<file path="src/rtl/wseq_pkg.sv">
package wseq_pkg;
  localparam int BURST = 4;
  localparam int BYTE_W = 8;
  localparam int IDX_W = $clog2(BURST);

  typedef enum logic [2:0] {
    S_IDLE, S_LATCH, S_SETTLE, S_STROBE, S_GAP, S_TAIL, S_DONE
  } seqState_t;

  typedef struct packed {
    logic             load;
    logic             latchOn;
    logic             wrOn;
    logic             addrPhase;
    logic             bytePhase;
    logic [IDX_W-1:0] byteSel;
    logic             done;
    logic             busy;
  } strobe_t;
endpackage

</file>
<file path="src/rtl/wseq_ctrl.sv">
module wseq_ctrl
  import wseq_pkg::*;
#(
  parameter int DUR_W      = 5,
  parameter int LATCH_CYC  = 2,
  parameter int SETTLE_CYC = 2,
  parameter int FLASH_PEN  = 7,
  parameter int FLASH_MIN  = 9
) (
  input  logic             clk,
  input  logic             rstN,
  input  logic             startReq,
  input  logic [DUR_W-1:0] durCfg,
  input  logic             holdEn,
  input  logic             flashEn,
  output strobe_t          stb
);
  localparam int CNT_W = DUR_W + 1;

  seqState_t        state;
  logic [CNT_W-1:0] cnt, wLen, gLen, penReg;
  logic [CNT_W-1:0] durBase, durEff, penNow;
  logic             holdReg;
  logic [IDX_W-1:0] idx;
  logic             lastCyc;

  // effective duration and per-request lengths
  always_comb begin
    durBase = (durCfg == '0) ? CNT_W'(1) : CNT_W'(durCfg);
    durEff  = (flashEn && durBase < CNT_W'(FLASH_MIN)) ? CNT_W'(FLASH_MIN) : durBase;
    penNow  = flashEn ? CNT_W'(FLASH_PEN) : '0;
  end

  assign lastCyc = (cnt == '0);

  always_ff @(posedge clk or negedge rstN) begin
    if (!rstN) begin
      state   <= S_IDLE;
      cnt     <= '0;
      idx     <= '0;
      wLen    <= CNT_W'(1);
      gLen    <= CNT_W'(1);
      penReg  <= '0;
      holdReg <= 1'b0;
    end else begin
      if (!lastCyc) cnt <= cnt - CNT_W'(1);
      case (state)
        S_IDLE: if (startReq) begin
          state   <= S_LATCH;
          cnt     <= CNT_W'(LATCH_CYC - 1);
          idx     <= '0;
          wLen    <= durEff - penNow;
          gLen    <= penNow + CNT_W'(holdEn) + CNT_W'(1);
          penReg  <= penNow;
          holdReg <= holdEn;
        end
        S_LATCH: if (lastCyc) begin
          state <= S_SETTLE;
          cnt   <= CNT_W'(SETTLE_CYC - 1);
        end
        S_SETTLE: if (lastCyc) begin
          state <= S_STROBE;
          cnt   <= wLen - CNT_W'(1);
        end
        S_STROBE: if (lastCyc) begin
          if (idx == IDX_W'(BURST - 1)) begin
            state <= holdReg ? S_TAIL : S_DONE;
            cnt   <= '0;
          end else begin
            state <= S_GAP;
            cnt   <= gLen - CNT_W'(1);
          end
        end
        S_GAP: if (lastCyc) begin
          state <= S_STROBE;
          cnt   <= wLen - CNT_W'(1);
          idx   <= idx + IDX_W'(1);
        end
        S_TAIL: if (lastCyc) state <= S_DONE;
        default: state <= S_IDLE;
      endcase
    end
  end

  always_comb begin
    stb.busy      = (state != S_IDLE);
    stb.load      = (state == S_IDLE) && startReq;
    stb.latchOn   = (state == S_LATCH);
    stb.wrOn      = (state == S_STROBE);
    stb.addrPhase = (state == S_LATCH) || (state == S_SETTLE && !lastCyc);
    stb.bytePhase = (state == S_SETTLE && lastCyc) || (state == S_STROBE) ||
                    (state == S_GAP) || (state == S_TAIL);
    // after the hold window of a gap the next byte is presented
    stb.byteSel   = idx + IDX_W'(state == S_GAP && cnt <= penReg);
    stb.done      = (state == S_DONE);
  end
endmodule

</file>
<file path="src/rtl/wseq_dp.sv">
module wseq_dp
  import wseq_pkg::*;
#(
  parameter int ADDR_W = 16
) (
  input  logic                     clk,
  input  logic                     rstN,
  input  strobe_t                  stb,
  input  logic [BURST*BYTE_W-1:0]  wordIn,
  input  logic [ADDR_W-1:0]        addrIn,
  input  logic                     latchPolLow,
  output logic                     addrLatch,
  output logic                     wrStrobeN,
  output logic [ADDR_W-BYTE_W-1:0] busHi,
  output logic [BYTE_W-1:0]        busLo
);
  logic [BURST*BYTE_W-1:0] wordReg;
  logic [ADDR_W-1:0]       addrReg, byteAddr;
  logic [BYTE_W-1:0]       lane [BURST];

  always_ff @(posedge clk or negedge rstN) begin
    if (!rstN) begin
      wordReg <= '0;
      addrReg <= '0;
    end else if (stb.load) begin
      wordReg <= wordIn;
      addrReg <= addrIn;
    end
  end

  for (genvar g = 0; g < BURST; g++) begin : g_lane
    assign lane[g] = wordReg[g*BYTE_W +: BYTE_W];
  end

  assign byteAddr = addrReg + ADDR_W'(stb.byteSel);

  always_comb begin
    busHi = '0;
    busLo = '0;
    if (stb.addrPhase) begin
      busHi = addrReg[ADDR_W-1:BYTE_W];
      busLo = addrReg[BYTE_W-1:0];
    end else if (stb.bytePhase) begin
      busHi = byteAddr[ADDR_W-1:BYTE_W];
      busLo = lane[stb.byteSel];
    end
  end

  assign addrLatch = stb.latchOn ^ latchPolLow;
  assign wrStrobeN = ~stb.wrOn;
endmodule

</file>
<file path="src/rtl/mux8_wr_seq.sv">
module mux8_wr_seq
  import wseq_pkg::*;
#(
  parameter int ADDR_W     = 16,
  parameter int DUR_W      = 5,
  parameter int LATCH_CYC  = 2,
  parameter int SETTLE_CYC = 2,
  parameter int FLASH_PEN  = 7,
  parameter int FLASH_MIN  = 9
) (
  input  logic                     clk,
  input  logic                     rstN,
  input  logic                     startReq,
  input  logic [BURST*BYTE_W-1:0]  wordIn,
  input  logic [ADDR_W-1:0]        addrIn,
  input  logic [DUR_W-1:0]         durCfg,
  input  logic                     holdEn,
  input  logic                     flashEn,
  input  logic                     latchPolLow,
  output logic                     addrLatch,
  output logic                     wrStrobeN,
  output logic [ADDR_W-BYTE_W-1:0] busHi,
  output logic [BYTE_W-1:0]        busLo,
  output logic                     busy,
  output logic                     done
);
  strobe_t stb;

  wseq_ctrl #(
    .DUR_W(DUR_W), .LATCH_CYC(LATCH_CYC), .SETTLE_CYC(SETTLE_CYC),
    .FLASH_PEN(FLASH_PEN), .FLASH_MIN(FLASH_MIN)
  ) u_ctrl (
    .clk(clk), .rstN(rstN), .startReq(startReq), .durCfg(durCfg),
    .holdEn(holdEn), .flashEn(flashEn), .stb(stb)
  );

  wseq_dp #(.ADDR_W(ADDR_W)) u_dp (
    .clk(clk), .rstN(rstN), .stb(stb), .wordIn(wordIn), .addrIn(addrIn),
    .latchPolLow(latchPolLow), .addrLatch(addrLatch), .wrStrobeN(wrStrobeN),
    .busHi(busHi), .busLo(busLo)
  );

  assign busy = stb.busy;
  assign done = stb.done;
endmodule

</file>
<file path="config.mk">
export PLATFORM = sky130hd
export DESIGN_NAME = mux8_wr_seq
export DESIGN_NICKNAME = d
export VERILOG_FILES = /design/src/rtl/wseq_pkg.sv /design/src/rtl/wseq_ctrl.sv /design/src/rtl/wseq_dp.sv /design/src/rtl/mux8_wr_seq.sv
export SDC_FILE = /design/constraint.sdc
export NUM_CORES = 1
export LEC_CHECK = 0
export BUFFER_PORTS_ARGS = -buffer_cell sky130_fd_sc_hd__buf_2
export CAP_MARGIN = 20
export CORE_UTILIZATION = 50
export DETAILED_ROUTE_END_ITERATION = 8
export PLACE_DENSITY = 0.73
export SETUP_SLACK_MARGIN = 0.4
export SYNTH_ARGS = -nofsm -noshare
export SYNTH_HDL_FRONTEND = slang
export SYNTH_SLANG_ARGS = --single-unit
</file>
<file path="constraint.sdc">
create_clock -name clk -period 9.99 [get_ports clk]
set_clock_uncertainty 0.1 [all_clocks]
set_input_delay 1.4985 -clock clk [delete_from_list [all_inputs] [get_ports clk]]
set_output_delay 1.4985 -clock clk [all_outputs]
set_load 0.1 [all_outputs]
</file>
### After elaboration in Yosys (flattened, before gate mapping)

Cells that the tools add are included.

* flip-flop bits (word level): 78
* bits in writable memories: 0
* latch bits: 0
* ROM bits: 0
* memories kept: 0
* bits of input ports: 59

* $mul: 0
* shift operators: 0
* div/mod/pow operators: 0
* multiplexer cells: 28
* reductions and logical operators: 19
* order comparisons: 3
* bitwise operators: 3
* add/subtract/negate cells: 9
* equal/unequal tests: 13

Operator list (number)
* 2-to-1 mux 8 bit: 6
* 2-to-1 mux 6 bit: 7
* one-hot mux 6 bit (4 select lines): 1
* 2-to-1 mux 3 bit: 7
* subtractor 6 x 1 -> 6 bit (second input constant): 3
* adder 16 x 2 -> 16 bit: 1
* binary-select mux 8 bit (select 2 bit): 1
* one-hot mux 3 bit (5 select lines): 1
* == test 3 bit (second input constant): 3
* adder 6 x 1 -> 6 bit: 1
* adder 6 x 1 -> 6 bit (second input constant): 1
* == test 3 x 2 -> 1 bit (second input constant): 2
* less-or-equal comparator 6 bit: 1
* zero test 6 bit: 1
* < comparator 6 x 4 -> 1 bit (second input constant): 1
* 2-to-1 mux 2 bit: 3
* inequality test 2 x 1 -> 1 bit (second input constant): 3
* inequality test 2 bit (second input constant): 3
* subtractor 6 bit: 1
* logical AND 1 bit: 5
* zero test 5 bit: 1
* 2-to-1 mux 5 bit: 1
* AND reduction 5 bit: 1
* logical OR 1 bit: 4
* 16 further kinds: 16

### Logic depth before layout (Yosys ltp)

Gate-level depths: netlist of the first run.

* word-level depth: 9
* mapped depth: 15

### By module

A second synthesis of the first run with hierarchy kept.

* cells, all modules: 381
* area total of the unflattened synthesis: 4174.0 um2

By module, submodules not included
* wseq_dp: area each 2374.8 um2, seq. area each 1201.2 um2, cells each 169, instances 1
* wseq_ctrl: area each 1799.2 um2, seq. area each 578.1 um2, cells each 212, instances 1

### Worst setup path after synthesis of the first run

Ideal clock, no wire load.

* kind: reg2out
* start: reg u_ctrl.penReg[1]
* end: out busHi[1]
* path slack: 3882 ps
* arrival: 4509 ps
* stages on the path, launching flop included: 16
* cell sequence: dfrtp_1 > inv_1 > ha_1 > nor2b_1 > o21ai_0 > a32oi_1 > nor4_1 > ha_1 > xor2_1 > ha_1 > a31oi_1 > or3_1 > buf_2 > buf_6 > or4_1 > a21oi_1

* word-level cells in the longest chain between the ends: 6

RTL lines
* from (decl): RTL line wseq_ctrl.sv:21 `logic [CNT_W-1:0] cnt, wLen, gLen, penReg;`
* from (signal assigned): RTL line wseq_ctrl.sv:54 `penReg <= penNow;`
* less-or-equal comparator 6 bit: RTL line wseq_ctrl.sv:94 `stb.byteSel = idx + IDX_W'(state == S_GAP && cnt <= penReg);`
* logical AND 1 bit: RTL line wseq_ctrl.sv:94
* adder 2 x 1 -> 2 bit: RTL line wseq_ctrl.sv:94
* adder 16 x 2 -> 16 bit: RTL line wseq_dp.sv:35 `assign byteAddr = addrReg + ADDR_W'(stb.byteSel);`
* 2-to-1 mux 8 bit: RTL line wseq_dp.sv:43 `end else if (stb.bytePhase) begin`
* 2-to-1 mux 8 bit: RTL line wseq_dp.sv:40 `if (stb.addrPhase) begin`
* to (decl): RTL line mux8_wr_seq.sv:22 `output logic [ADDR_W-BYTE_W-1:0] busHi,`

No other way between the ends.

### Worst setup path after layout of the first run

* start: reg u_ctrl.penReg[1]
* end: out busHi[2]

The elaborated chain is that of the path after synthesis.

==> metrics.txt, run 1 <==
drt first pass iters=5; sequential element share of the synthesized area=0.427; port bufs=78; most common cell in the netlist=nand2_1; Post-CTS Setup Inserts=0; clock latency on the worst-skew pair=0.35 ns; RSZ-0062 raised after global routing=false; crit end category=output port; cell mode on critical path=ha_1; maxcap violations=0; Max clock buf depth=2; top cell type by total area after synthesis=dfrtp_1; DR DRC count=0; Max stage delay on crit path=0.68 ns; status=complete, no violations; Layout area overhead=15.3%; CTS tree=yes; PwrDens=121 nW/um2; Worst-Margin Slew=1.03 ns; Routed Antenna Nets=0; cell family with most CP delay=simple AND/OR/NAND/NOR gates; most frequent cells after synthesis=nand2_1, dfrtp_1, inv_1, o21ai_0, a21oi_1; placed cells=635; fmax=161 MHz; Hold Path Class=reg2reg; initial core utilization=0.528; startpoint types=flop; WL/cell=14.8 um; Post-Syn Area=4170 um2; H-tree depth=3; nets=619; top cells by area, synth=dfrtp_1, nand2_1, mux4_1, ha_1, o21ai_0; Hold Buf Count CTS=0; crit path cell chain=inv_1, ha_1, nor2b_1, o21ai_0, a32oi_1, nor4_1, ha_1, xor2_1, ha_1, a31oi_1, or3_1, or4_1, a21oi_1, buf_2; routed wire length=9600 um; Worst Path Required=8.39 ns; DR vias/cell=5.51; Post-Syn Nets=555; Die H=93.3 um; Worst Path Buf+Inv=2; slowest CP cell=xor2_1; vias in the first global route=3454; final non-filler cell total=651; Clock Tree Root=clkbuf_8; first-pass GRT wire length=16300 um; final worst slack=3.76 ns; GRT overflow=0; RePlAce Congestion=0.841; # diodes=0; Max Transition Viols Final=0; Die X=93.3 um; cts repair resizes=0; initial antenna violation count=0; Synth Instances=480; Mapped Avg Cell Area=8.68 um2; Fin. Hold Viols=0; Cell variety after synth=53; max_slew headroom=0.315; critical path fanouts, max=16; clk slew on worst S/H paths=0.08 ns; Synth Flop Type=dfrtp_1; Seq cells post-synth=71; crit path time final=6.23 ns; leak pwr=2.53 nW; Data arrival, critical path=4.63 ns; total track usage=0.242; # rows=32; EDFF count, synth=0; largest net degree at the start of global routing=72; Vias=3590; setup violators final=0; Die Area=8700 um2; IO Count=79; hpwl dp=6560 um; final period utilization=0.623; Post-Place Worst Slack=4.17 ns; number of DRC markers in iteration 0=220; ys async rst share=1.00; Setup TNS=0 ns; top-area cell type share of the netlist area=0.414; Ys Warns=0; clock sink total=71; core area=7890 um2; kind of critical path=reg2out; CTS Buf Count=9; worst vdd ir=0.0859 mV; share of layout cells above drive strength 1=0.195
## sequential cells by signal, indices dropped and copies added (netlist names)
register        cells
u_dp.addrReg       16
u_ctrl.penReg       1
u_ctrl.gLen         4
u_ctrl.idx          2
u_ctrl.wLen         6
u_ctrl.holdReg      1
u_ctrl.state        3
u_dp.wordReg       32
u_ctrl.cnt          6
## metal layers
| layer | track usage | up-vias | share of wire |
|---|---|---|---|
| li1 | - | 1786 | - |
| met1 | 0.334 | 1682 | 0.46 |
| met2 | 0.379 | 106 | 0.47 |
| met3 | 0.0382 | 16 | 0.050 |
| met4 | 0.101 | 0 | 0.018 |
| met5 | 0 | - | 0 |
## power breakdown
part           total [W]  switching, W  internal (W)  leakage, nW
clock network   0.000263      0.000120      0.000143        0.110
registers       0.000287             0      0.000287        0.957
logic          0.0000303     0.0000176     0.0000127         1.46
total           0.000580      0.000138      0.000443         2.53
## worst min-delay path, cell delays in order, from the launching register on
cell and delay [ns]:
dfrtp_1 0.35, nand2_1 0.05, nand2_1 0.05
## metrics by stage
stage	utilization	hold WS [ns]	area (um2)	total power (W)
after global placement	0.580	0.350	4580	0.000323
after global routing	0.609	0.396	4800	0.000602
after floorplan	-	0.337	4170	0.000303
final	0.609	0.376	4800	0.000580
after CTS	0.609	0.376	4800	0.000586
after detailed placement	0.580	0.356	4580	0.000324
## kinds of logic after synthesis
group / count (synthesis) / synth area share
xor+xnor: 13 / 0.0273
mux: 9 / 0.0531
buf+inv: 48 / 0.0504
fa+ha+maj: 16 / 0.0498
simple gates: 234 / 0.247
compound gates: 89 / 0.146
flops: 71 / 0.427
## cell type report
type	instances	area, um2
clock inverters	7	103
inverters	20	75.1
repair buffers	81	413
well taps	102	128
fillers	689	3080
multi-input cells	361	2180
flip-flops and latches	71	1780
clock buffers	9	124
## path summary, 6_finish.rpt
kind                             startpoint               end  slack [ns]  cells after the start
min in group asynchronous              rstN   u_dp.wordReg[8]        1.25                      2
max in group asynchronous              rstN    u_ctrl.wLen[5]        7.95                      2
min reg2reg                u_dp.wordReg[15]  u_dp.wordReg[15]        0.38                      2
max                        u_ctrl.penReg[1]          busHi[2]        3.76                     14
min                        u_dp.wordReg[15]  u_dp.wordReg[15]        0.38                      2
max reg2reg                   u_ctrl.cnt[0]     u_ctrl.cnt[0]        7.25                      9
## cells in the final DEF (no fill, tap or decap), drive strengths merged, types with 2 or more instances in the layout
| cell | instances |
|---|---|
| a211o | 2 |
| a21o | 3 |
| a21oi | 16 |
| a22o | 11 |
| a311oi | 2 |
| a31oi | 3 |
| a32oi | 2 |
| a41oi | 2 |
| and2 | 2 |
| and3 | 2 |
| buf | 81 |
| bufinv | 2 |
| clkbuf | 9 |
| clkinv | 2 |
| dfrtp | 69 |
| dfstp | 2 |
| ha | 15 |
| inv | 22 |
| mux4 | 8 |
| nand2 | 168 |
| nand2b | 8 |
| nand3 | 6 |
| nand4 | 4 |
| nor2 | 13 |
| nor2b | 3 |
| nor3 | 7 |
| nor3b | 2 |
| nor4 | 2 |
| o21a | 5 |
| o21ai | 21 |
| o221ai | 2 |
| o22ai | 2 |
| o31ai | 12 |
| or2 | 3 |
| or3 | 2 |
| or4 | 9 |
| xnor2 | 3 |
| xor2 | 10 |
No activity file was read; power rests on OpenSTA's default activity.
==> run 2: changes to the inputs <==
==> constraint.sdc (replaced) <==
create_clock -name clk -period 6.4 [get_ports clk]
set_clock_uncertainty 0.1 [all_clocks]
set_input_delay 0.96 -clock clk [delete_from_list [all_inputs] [get_ports clk]]
set_output_delay 0.96 -clock clk [all_outputs]
set_load 0.1 [all_outputs]
==> run 2 against run 1 <==
Net effect: cell count increased by 0.15%; combinational power rose by 60%; setup slack got worse by 2.6 ns; cell area is 0.76% lower; global-route usage down 0.57 points; largest power group unchanged.
==> metrics.txt, run 2 (synthesis results as in run 1) <==
placed cells=636 (+0.16%); Worst Path Required=5.34 ns (-3.05 ns); cell family with most CP delay=simple AND/OR/NAND/NOR gates; CTS Buf Count=9 (unchanged); crit path time final=5.27 ns; Largest register FFs=32 (unchanged); Fin. Hold Viols=0 (unchanged); number of DRC markers in iteration 0=237 (+7.7%); initial antenna violation count=0 (unchanged); status=complete, no violations; Data arrival, critical path=4.21 ns (-0.42 ns); cell mode on critical path=ha_1; port bufs=78 (unchanged); Hold Path Class=reg2reg; IO Count=79 (unchanged); cts repair resizes=0 (unchanged); final period utilization=0.824; post-layout instance area=4770 um2 (-0.76%); largest registers=u_dp.wordReg x32, u_dp.addrReg x16; vias in the first global route=3376 (-2.3%); nets=620 (+0.16%); clock latency on the worst-skew pair=0.34 ns (about the same); Die H=93.3 um (unchanged); Filler cells=700 (+1.6%); initial core utilization=0.528 (unchanged); fmax=190 MHz; Die Area=8700 um2 (unchanged); final hold slack=0.371 ns (-0.00560 ns); critical path fanouts, max=16 (unchanged); clock sink total=71 (unchanged); routed wire length=9510 um (-0.94%); Worst-Margin Slew=1.03 ns (+0.00165 ns); first-pass GRT wire length=16000 um (-1.7%); total track usage=0.236 (-0.00570); Setup TNS=0 ns (unchanged); WL/cell=14.6 um (-1.1%); hpwl dp=6510 um (-0.71%); drt first pass iters=5 (unchanged); Post-CTS Setup Inserts=0 (unchanged); crit end category=output port; final non-filler cell total=652 (+0.15%); Vias=3582 (-0.22%); CTS tree=yes; DR DRC count=0 (unchanged); Worst Path Buf+Inv=3 (+1); Placed Instance Area=4580 um2 (+0.16%); Max stage delay on crit path=0.54 ns (-0.14 ns); worst vdd ir=0.110 mV (+28%); kind of critical path=reg2out; Max Transition Viols Final=0 (unchanged); share of layout cells above drive strength 1=0.196 (+0.00146); core area=7890 um2 (unchanged); PwrDens=174 nW/um2 (+44%); startpoint types=flop; Routed Antenna Nets=0 (unchanged); Die X=93.3 um (unchanged); maxcap violations=0 (unchanged); GRT overflow=0 (unchanged); clk slew on worst S/H paths=0.08 ns (about the same); RePlAce Congestion=0.873 (+3.8%); register with the most flip-flops=u_dp.wordReg; setup violators final=0 (unchanged); Hold Buf Count CTS=0 (unchanged); max_slew headroom=0.314 (-0.00110); leak pwr=2.51 nW (-0.59%); Clock Tree Root=clkbuf_8; # rows=32 (unchanged); Max clock buf depth=2 (unchanged); H-tree depth=3 (unchanged); slowest CP cell=or3_1; crit path cell chain=inv_1, ha_1, nor2b_1, o21ai_0, a32oi_1, nor4_1, ha_1, xor2_1, buf_4, ha_1, a31oi_1, or3_1, or4_1, a21oi_1, buf_2; most common cell after layout, fill and taps aside=nand2_1; # diodes=0 (unchanged); largest net degree at the start of global routing=72 (unchanged); Layout area overhead=14.4%; RSZ-0062 raised after global routing=false; commonest non-fill, non-tap cells in the layout=nand2_1, buf_2, dfrtp_1; DR vias/cell=5.49 (-0.38%)
run 2: cell count changes in the layout (fill, tap and decap cells not counted):
cell and delta:
bufinv_16 -2, clkinv_4 -1, buf_4 +1, inv_8 +1, clkinv_2 +2, clkbuf_8 +1, clkinvlp_4 +1, inv_6 -2
run 2: per-stage QoR:
| stage | power [W] | util | setup slack (ns) |
|---|---|---|---|
| floorplan | 0.000474 | - | 0.831 |
| global placement | 0.000504 | 0.581 | 1.71 |
| detailed placement | 0.000506 | 0.581 | 1.53 |
| CTS | 0.000835 | 0.604 | 1.12 |
| global route | 0.000860 | 0.604 | 0.794 |
| finish | 0.000828 | 0.604 | 1.13 |
run 2: final cells by class:
cell class              count  area, um2  share of cell area
multi-input cells         361       2180               0.458
flip-flops and latches     71       1780               0.373
repair buffers             82        420              0.0882
clock buffers              10        138              0.0289
well taps                 102        128              0.0268
inverters                  20       75.1              0.0157
clock inverters             6       45.0             0.00945
run 2: where the power goes:
part / internal, W / switching (W) / leakage, nW / total, W
sequential: 0.000448 / 0 / 0.957 / 0.000448
combinational: 0.0000201 / 0.0000283 / 1.46 / 0.0000484
clock: 0.000153 / 0.000178 / 0.0902 / 0.000331
total: 0.000621 / 0.000206 / 2.51 / 0.000828
run 2: worst paths after layout:
check	from	end	slack [ns]	cells past startpoint
worst max-delay path	u_ctrl.penReg[1]	busHi[2]	1.13	15
worst min-delay path	u_dp.wordReg[4]	u_dp.wordReg[4]	0.37	2
worst max register to register	u_ctrl.cnt[0]	u_ctrl.cnt[0]	3.66	9
worst min register to register	u_dp.wordReg[4]	u_dp.wordReg[4]	0.37	2
max in group asynchronous	rstN	u_ctrl.state[1]	4.90	2
min in group asynchronous	rstN	u_ctrl.wLen[4]	0.71	2
run 2: per-layer routing:
metal,part of all wire,track usage,up-vias,wire length [um]
met5,0,0,-,0
met4,0.012,0.0833,0,111
met3,0.047,0.0374,11,451
met2,0.48,0.373,105,4530
met1,0.46,0.331,1685,4420
li1,-,-,1781,-
run 2: tightest hold or removal path, cell delays in order, from the launching register on:
cell and delay, ns:
dfrtp_1 0.34, nand2_1 0.05, nand2_1 0.05
==> run 3: changes to the inputs <==
==> constraint.sdc (replaced) <==
create_clock -name clk -period 5.3 [get_ports clk]
set_clock_uncertainty 0.1 [all_clocks]
set_input_delay 0.795 -clock clk [delete_from_list [all_inputs] [get_ports clk]]
set_output_delay 0.795 -clock clk [all_outputs]
set_load 0.1 [all_outputs]
==> run 3 against run 2 <==
Net effect: global-route usage grew 0.17 points; critical path depth stayed put; cell count grew 0.92%; routed wire length is 0.38% higher; sequential share of layout area down 1.2 points; register-to-register slack worse by 1.1 ns; flip-flop and latch count unchanged; die area did not move; power grew 24%; first-iteration DRC count fell by 15%; cell area is 3.4% higher; critical endpoint is now busHi[5].
==> metrics.txt, run 3 (synthesis results as in run 1) <==
status=complete, no violations; Routed Antenna Nets=0 (unchanged); commonest non-fill, non-tap cells in the layout=nand2_1, buf_2, dfrtp_1; number of DRC markers in iteration 0=202 (-15%); clock latency on the worst-skew pair=0.34 ns (about the same); Die X=93.3 um (unchanged); crit path time final=4.70 ns; critical path fanouts, max=14 (-2); Largest register FFs=32 (unchanged); Die H=93.3 um (unchanged); FF/Latch Area=1780 um2 (unchanged); Filler cells=664 (-5.1%); IO Count=79 (unchanged); initial antenna violation count=0 (unchanged); leak pwr=2.56 nW (+1.9%); Die Area=8700 um2 (unchanged); # rows=32 (unchanged); hpwl dp=6760 um (+3.7%); WL/cell=14.5 um (-0.54%); Clock Tree Root=clkbuf_8; first-pass GRT wire length=16100 um (+0.51%); Worst Path Required=4.41 ns (-0.93 ns); final period utilization=0.886; Max clock buf depth=2 (unchanged); most common cell after layout, fill and taps aside=nand2_1; PwrDens=209 nW/um2 (+20%); kind of critical path=reg2out; RSZ-0062 raised after global routing=true; Multi-input gate area=2220 um2 (+1.7%); # diodes=0 (unchanged); core area=7890 um2 (unchanged); H-tree depth=3 (unchanged); Worst-Margin Slew=1.00 ns (-0.0267 ns); port bufs=78 (unchanged); CTS Buf Count=9 (unchanged); Setup TNS=0 ns (unchanged); Fin. Hold Viols=0 (unchanged); maxcap violations=0 (unchanged); total track usage=0.238 (+0.00168); hold path depth=2 (unchanged); Hold Path Class=reg2reg; clock sink total=71 (unchanged); Vias=3585 (+0.084%); Final Power=0.00103 W (+24%); largest registers=u_dp.wordReg x32, u_dp.addrReg x16; worst vdd ir=0.161 mV (+47%); largest net degree at the start of global routing=70 (-2.8%); initial core utilization=0.528 (unchanged); RePlAce Congestion=0.856 (-1.9%); max_slew headroom=0.332 (+0.0178); Data arrival, critical path=3.80 ns (-0.41 ns); vias in the first global route=3408 (+0.95%); crit end category=output port; routed wire length=9550 um (+0.38%); Max Transition Viols Final=0 (unchanged); DR DRC count=0 (unchanged); DR vias/cell=5.45 (-0.83%); Layout area overhead=18.2%; Hold Buf Count CTS=0 (unchanged); share of layout cells above drive strength 1=0.221 (+0.0249); CTS tree=yes; reg2reg path depth=9 (unchanged); GRT overflow=0 (unchanged); setup violators final=0 (unchanged); nets=627 (+1.1%); fmax=213 MHz; startpoint types=flop; register with the most flip-flops=u_dp.wordReg; drt first pass iters=4 (-1); clk slew on worst S/H paths=0.07 ns (about the same)
[run 3: changes by cell type in the layout (fill, tap and decap cells not counted), moves of 3 or more]
cell     delta
buf_2       -7
buf_6       +3
buf_4       +7
a21oi_1     -7
buf_8       +4
a21oi_2     +7
[run 3: layer usage]
layer / vias to the layer above / wire [um] / GRT usage
met2: 105 / 4460 / 0.366
met5: - / 0 / 0
met4: 0 / 128 / 0.0846
met3: 10 / 425 / 0.0447
met1: 1672 / 4530 / 0.336
li1: 1798 / - / -
[run 3: repair_timing]
item,4_1_cts,5_1_grt
setup endpoints to repair,7,7
buffers inserted,0,4
gates resized for setup,8,12
[run 3: power breakdown]
| part | internal [W] | switching [W] | total, W |
|---|---|---|---|
| Clock | 0.000228 | 0.000202 | 0.000430 |
| Combinational | 0.0000238 | 0.0000330 | 0.0000568 |
| Sequential | 0.000541 | 0 | 0.000541 |
[run 3: final timing paths]
check,startpoint,end,slack (ns)
worst max-delay path,u_ctrl.penReg[1],busHi[5],0.60
min in group asynchronous,rstN,u_ctrl.gLen[2],0.46
max in group asynchronous,rstN,u_ctrl.cnt[0],3.70
worst min-delay path,u_dp.wordReg[17],u_dp.wordReg[17],0.37
worst min register to register,u_dp.wordReg[17],u_dp.wordReg[17],0.37
worst max register to register,u_ctrl.cnt[0],u_ctrl.cnt[0],2.58
[run 3: through the flow]
stage | area (um2) | setup WS (ns) | instances | hold slack [ns] | utilization
3_5_place_dp | 4630 | 0.576 | 639 | 0.358 | 0.587
2_1_floorplan | 4190 | 0.494 | 480 | 0.337 | -
4_1_cts | 4850 | 0.420 | 654 | 0.376 | 0.615
3_3_place_gp | 4630 | 0.772 | 639 | 0.350 | 0.587
6_report | 4930 | 0.603 | 658 | 0.372 | 0.625
5_1_grt | 4930 | 0.431 | 658 | 0.396 | 0.625
[run 3: cell type report]
| class | instances | area share |
|---|---|---|
| Multi-Input combinational cell | 361 | 0.450 |
| Tap cell | 102 | 0.0259 |
| Sequential cell | 71 | 0.361 |
| Clock inverter | 5 | 0.0114 |
| Clock buffer | 10 | 0.0279 |
| Inverter | 20 | 0.0152 |
| Timing Repair Buffer | 89 | 0.108 |
[run 3: critical path: stages, from the launching register on]
cell	delay, ns
dfrtp_1	0.36
inv_1	0.08
ha_1	0.30
nor2b_1	0.12
o21ai_0	0.08
a32oi_1	0.21
nor4_2	0.06
ha_1	0.19
xor2_1	0.16
buf_4	0.18
ha_1	0.28
a31oi_1	0.08
or3_4	0.42
or4_1	0.53
a21oi_2	0.19
buf_8	0.22
